==> config.mk <==
export PLATFORM = sky130hd
export DESIGN_NAME = chained_timer
export DESIGN_NICKNAME = d
export VERILOG_FILES = /design/src/rtl/ctmr_pkg.sv /design/src/rtl/ctmr_tick_gen.sv /design/src/rtl/ctmr_low_channel.sv /design/src/rtl/ctmr_high_channel.sv /design/src/rtl/chained_timer.sv
export SDC_FILE = /design/constraint.sdc
export NUM_CORES = 1
export LEC_CHECK = 0
export ABC_AREA = 1
export ABC_CLOCK_PERIOD_IN_PS = 2100
export BUFFER_PORTS_ARGS = -buffer_cell sky130_fd_sc_hd__buf_2
export CAP_MARGIN = 5
export CORE_ASPECT_RATIO = 1.1
export CORE_UTILIZATION = 35
export CTS_CLUSTER_DIAMETER = 50
export DETAILED_ROUTE_END_ITERATION = 8
export SETUP_SLACK_MARGIN = 0.4
export SLEW_MARGIN = 20
export SYNTH_ARGS = -nofsm -noshare
export SYNTH_HDL_FRONTEND = slang
export SYNTH_SLANG_ARGS = --single-unit
==> constraint.sdc <==
create_clock -name clk -period 2.1 [get_ports clk]
set_input_delay 0.21 -clock clk [delete_from_list [all_inputs] [get_ports clk]]
set_output_delay 0.21 -clock clk [all_outputs]
set_load 0.01 [all_outputs]
==> src/rtl/ctmr_pkg.sv <==
package ctmr_pkg;

  typedef enum logic {
    MODE_GATED = 1'b0,
    MODE_EDGE  = 1'b1
  } hi_mode_e;

  // Increment modulo 2**w (w <= 32)
  function automatic logic [31:0] wrap_inc(input logic [31:0] v, input int unsigned w);
    logic [31:0] mask;
    mask = (w >= 32) ? 32'hFFFF_FFFF : ((32'd1 << w) - 32'd1);
    return (v + 32'd1) & mask;
  endfunction

  // Waveform update on a tick: clear beats set
  function automatic logic wave_step(input logic cur, input logic hit_set, input logic hit_clr);
    if (hit_clr)      return 1'b0;
    else if (hit_set) return 1'b1;
    else              return cur;
  endfunction

endpackage

==> src/rtl/ctmr_tick_gen.sv <==
module ctmr_tick_gen #(
  parameter int DIV_W = 8
) (
  input  logic             clk,
  input  logic             rst_n,
  input  logic             sync,
  input  logic [DIV_W-1:0] div,
  output logic             tick
);
  logic [DIV_W-1:0] pre_q;

  assign tick = (pre_q == div);

  always_ff @(posedge clk) begin
    if (!rst_n)      pre_q <= '0;
    else if (sync)   pre_q <= '0;
    else if (tick)   pre_q <= '0;
    else             pre_q <= pre_q + 1'b1;
  end
endmodule

==> src/rtl/ctmr_low_channel.sv <==
module ctmr_low_channel
  import ctmr_pkg::*;
#(
  parameter int CNT_W = 16
) (
  input  logic             clk,
  input  logic             rst_n,
  input  logic             tick,
  input  logic             start,
  input  logic             a_we,
  input  logic             c_we,
  input  logic [CNT_W-1:0] wdata,
  output logic [CNT_W-1:0] cnt,
  output logic             wave,
  output logic             run,
  output logic [CNT_W-1:0] cmp_c
);
  logic [CNT_W-1:0] cmp_a;
  logic [CNT_W-1:0] cnt_next;
  logic             hit_set, hit_clr;

  assign cnt_next = CNT_W'(wrap_inc(32'(cnt), CNT_W));
  assign hit_set  = (cnt_next == cmp_a);
  assign hit_clr  = (cnt_next == cmp_c);

  always_ff @(posedge clk) begin
    if (!rst_n) begin
      cmp_a <= '1;
      cmp_c <= '0;
    end else begin
      if (a_we) cmp_a <= wdata;
      if (c_we) cmp_c <= wdata;
    end
  end

  always_ff @(posedge clk) begin
    if (!rst_n) begin
      cnt  <= '0;
      wave <= 1'b0;
      run  <= 1'b0;
    end else if (start) begin
      cnt  <= '0;
      wave <= 1'b0;
      run  <= 1'b1;
    end else if (run && tick) begin
      cnt  <= cnt_next;
      wave <= wave_step(wave, hit_set, hit_clr);
    end
  end
endmodule

==> src/rtl/ctmr_high_channel.sv <==
module ctmr_high_channel
  import ctmr_pkg::*;
#(
  parameter int CNT_W = 16
) (
  input  logic             clk,
  input  logic             rst_n,
  input  logic             tick,
  input  logic             start,
  input  logic             mode,
  input  logic             carry,
  input  logic             carry_clr,
  output logic [CNT_W-1:0] cnt,
  output logic             run,
  output logic             adv
);
  logic carry_d;
  logic carry_fall;

  assign carry_fall = carry_d & ~carry;
  assign adv = run & ((hi_mode_e'(mode) == MODE_GATED) ? (tick & carry) : carry_fall);

  always_ff @(posedge clk) begin
    if (!rst_n)         carry_d <= 1'b0;
    else if (carry_clr) carry_d <= 1'b0;
    else                carry_d <= carry;
  end

  always_ff @(posedge clk) begin
    if (!rst_n) begin
      cnt <= '0;
      run <= 1'b0;
    end else if (start) begin
      cnt <= '0;
      run <= 1'b1;
    end else if (adv) begin
      cnt <= CNT_W'(wrap_inc(32'(cnt), CNT_W));
    end
  end
endmodule

==> src/rtl/chained_timer.sv <==
module chained_timer #(
  parameter int CNT_W = 16,
  parameter int DIV_W = 8,
  localparam int PAIR_W = 2 * CNT_W
) (
  input  logic              clk,
  input  logic              rst_n,
  input  logic [DIV_W-1:0]  tick_div,
  input  logic              lo_start,
  input  logic              hi_start,
  input  logic              hi_mode,
  input  logic              cmp_a_we,
  input  logic              cmp_c_we,
  input  logic [CNT_W-1:0]  cmp_wdata,
  output logic [CNT_W-1:0]  lo_count,
  output logic [CNT_W-1:0]  hi_count,
  output logic [PAIR_W-1:0] cnt_pair,
  output logic              carry_wave
);
  logic             tick;
  logic             lo_run, hi_run, hi_adv;
  logic [CNT_W-1:0] cmp_c_q;

  ctmr_tick_gen #(.DIV_W(DIV_W)) u_tick (
    .clk(clk), .rst_n(rst_n), .sync(lo_start), .div(tick_div), .tick(tick)
  );

  ctmr_low_channel #(.CNT_W(CNT_W)) u_lo (
    .clk(clk), .rst_n(rst_n), .tick(tick), .start(lo_start),
    .a_we(cmp_a_we), .c_we(cmp_c_we), .wdata(cmp_wdata),
    .cnt(lo_count), .wave(carry_wave), .run(lo_run), .cmp_c(cmp_c_q)
  );

  ctmr_high_channel #(.CNT_W(CNT_W)) u_hi (
    .clk(clk), .rst_n(rst_n), .tick(tick), .start(hi_start), .mode(hi_mode),
    .carry(carry_wave), .carry_clr(lo_start),
    .cnt(hi_count), .run(hi_run), .adv(hi_adv)
  );

  assign cnt_pair = {hi_count, lo_count};
endmodule

==> flow_metrics.tcl <==
set metrics [dict create \
    h-tree-depth 3 \
    antenna_found_initial 0 \
    cts_hold_buf 0 \
    synth_nets 690 \
    area_delta_synth_final_pct 24.12 \
    clock_latency_ps 330 \
    hold_violations 0 \
    placed_cells 873 \
    nFillCells 1275 \
    final_area_sq_mm 0.005383 \
    clockPowerShare 0.475 \
    crit_required_ps 2370 \
    finalCritPeriodShare 0.8686 \
    layout_common_cells "152 x nand2_1, 95 x buf_2, 69 x inv_1" \
    ir_drop_v 0.0002937 \
    die_x_um 108.1 \
    p_sw_w 0.0007621 \
    postSynthAreaPerCell_sq_um 6.611 \
    synthTopCellsByArea "dfxtp_1 35%, nand2_1 14%, nand3_1 7.2%" \
    slew_viol_final 0 \
    power.density_mw_per_mm2 628.7 \
    io_pins 96 \
    power_leakage_nw 2.468 \
    root_buffer "clkbuf_16" \
    layout_commonest_cell "nand2_1" \
    cts_made_buffers 9 \
    portBuffers 95 \
    grt_setup_unrepaired "true" \
    syn_inst 656 \
    hold_path.class "in -> reg" \
    worst_pin_slew_ps 538.5 \
    p_comb_frac 0.076 \
    via_per_inst 4.917 \
    cp.arrival_ps 2100 \
    fin_util 0.4473 \
    fp.dieArea_sq_mm 0.01284 \
    wl_mm 11.81 \
    fmax_ghz 0.5482 \
    power_frac_seq 0.448 \
    register_area_sq_mm 0.001545 \
    routed-via-count 4435 \
    outcome "completed" \
    drive_above_1_share 0.2687 \
    worstSetupPathType "reg -> reg" \
    grt_pass1_vias 3999 \
    yosysWarnings 0 \
    cts_tree "done" \
    grtUsageTotal 0.1895 \
    final.setup_skew_ps 6.545 \
    drc_errors 0 \
    wl_per_cell_um 13.09 \
    cts.clk_slew.worst_paths_ps 60 \
    die_h_um 118.7 \
    rows 42 \
    ys_ff_latch 76 \
    slew_headroom 0.6410 \
    drtIter0Drc 288 \
    p_int_w 0.002622 \
    cp_max_fo 8 \
    ys_seq_area_frac 0.3508 \
    multi_input_area_sq_mm 0.002338 \
    dp_hpwl_mm 8.575 \
    dr.pass1.iters 5 \
    synth_top_area_frac 0.3508 \
    placed_area_sq_mm 0.004807 \
    finalSetupTns_ps 0 \
    instances_no_fill 902 \
    gp_congestion 0.8962 \
    initial_utilization 0.3604 \
    grt_start_max_net_pins 30 \
    ys_types 31 \
    start_kind "register" \
    min_period_ps 1824 \
    ant_nets 0 \
    yosys.area.top_type "dfxtp_1" \
    grt_pass1_wl_mm 19.01 \
    clock-sinks 76 \
    swShare 0.2252 \
    setup_viol 0 \
    gr-total-overflow 0 \
    core_area_sq_mm 0.01203 \
    nNetsFinal 778 \
    synth_area_sq_mm 0.004337 \
    end_kind "register" \
    maxCapViolations 0 \
    clk_path_buf_depth 2 \
    antennaDiodeCount 0 \
]
==> power groups by stage <==
| stage | Combinational [W] | Sequential [W] | Clock [W] |
|---|---|---|---|
| global route | 0.000293 | 0.00152 | 0.00172 |
| CTS | 0.000252 | 0.00152 | 0.00166 |
| detailed placement | 0.000250 | 0.00155 | 0 |
| global placement | 0.000245 | 0.00155 | 0 |
| floorplan | 0.000160 | 0.00154 | 0 |
| finish | 0.000258 | 0.00152 | 0.00161 |
==> repair_timing <==
action | in CTS | in global routing
setup buffers | 9 | 3
cloned | 1 | 1
resized for setup | 16 | 42
pin swaps | 10 | 14
endpoints found under the setup margin | 8 | 31
==> sequential cells by signal, indices dropped and copies added (netlist names) <==
register	flops
u_tick.pre_q	8
u_lo.cmp_c	16
u_lo.run	1
u_hi.cnt	16
u_hi.carry_d	1
u_lo.cnt	16
u_lo.wave	1
u_lo.cmp_a	16
u_hi.run	1
==> critical path: stages (launching register included) <==
cell and delay (ps):
dfxtp_4 370, ha_4 150, nand2_4 60, nor2_4 240, buf_4 160, nand2_1 80
nand3_1 80, nand3_1 70, nor2_1 90, nand2_1 80, nor2_2 130, nand3_1 90
nand2_1 60, inv_1 40, nor2_2 60
==> layout make-up <==
class	instances	area share
inverters	75	0.05393
well taps	154	0.03580
repair buffers	122	0.1304
repair inverters	1	0.001395
clock buffers	10	0.04254
flip-flops and latches	76	0.2871
multi-input cells	459	0.4344
clock inverters	5	0.01441
==> path summary, 6_finish.rpt <==
kind | slack, ps | cells after the start | end | from
worst max-delay path | 280 | 14 | u_lo.wave$_SDFFE_PP0P_ | u_lo.cnt[1]$_SDFFE_PP0P_
worst min-delay path | 100 | 3 | u_lo.cmp_a[15]$_SDFFE_PN1P_ | cmp_wdata[15]
worst max register to register | 280 | 14 | u_lo.wave$_SDFFE_PP0P_ | u_lo.cnt[1]$_SDFFE_PP0P_
worst min register to register | 440 | 1 | u_tick.pre_q[0]$_SDFF_PP0_ | u_tick.pre_q[0]$_SDFF_PP0_
==> layer usage <==
layer,part of all wire,up-vias,global-route usage
li1,-,2265,-
met1,0.45,2023,0.2393
met2,0.48,129,0.3125
met3,0.050,18,0.04026
met4,0.016,0,0.07021
met5,0,-,0
==> cell families after synthesis <==
family | after synthesis | share of synthesized area
buffers and inverters | 121 | 0.1359
xor gates and xnor gates | 20 | 0.04703
AOI/OAI and AO/OA | 109 | 0.1272
and+or+nand+nor | 327 | 0.3304
adders and majority gates | 3 | 0.008656
DFF | 76 | 0.3508
==> metrics by stage <==
step | hold WS [ps] | power, W | setup slack, ps
after floorplan | 325.8 | 0.001701 | 409.2
after global placement | 434.9 | 0.001793 | 165.0
after detailed placement | 441.1 | 0.001798 | 119.5
after CTS | 88.06 | 0.003425 | 337.3
after global routing | 102.7 | 0.003534 | 157.3
final | 101.9 | 0.003384 | 275.9
==> cell usage after synthesis <==
| library cell | n |
|---|---|
| nand2_4 | 1 |
| nor3b_1 | 3 |
| nor3_1 | 11 |
| nor4_1 | 1 |
| nand2_2 | 4 |
| xnor2_1 | 9 |
| a21oi_1 | 57 |
| ha_1 | 3 |
| dfxtp_1 | 76 |
| nor2_2 | 5 |
| nand2_1 | 164 |
| buf_4 | 33 |
| o21bai_2 | 1 |
| xnor3_1 | 1 |
| nand3b_1 | 2 |
| o21ai_0 | 50 |
| nand3_1 | 62 |
| nand4_1 | 11 |
| buf_2 | 3 |
| inv_2 | 2 |
| xor2_1 | 9 |
| clkbuf_1 | 9 |
| nor2_1 | 57 |
| clkinv_1 | 2 |
| inv_1 | 71 |
| or2_2 | 1 |
| nor2_4 | 4 |
| o21ai_1 | 1 |
| buf_6 | 1 |
| xnor3_2 | 1 |
| and2_1 | 1 |
Power figures use the tool's default switching activity.
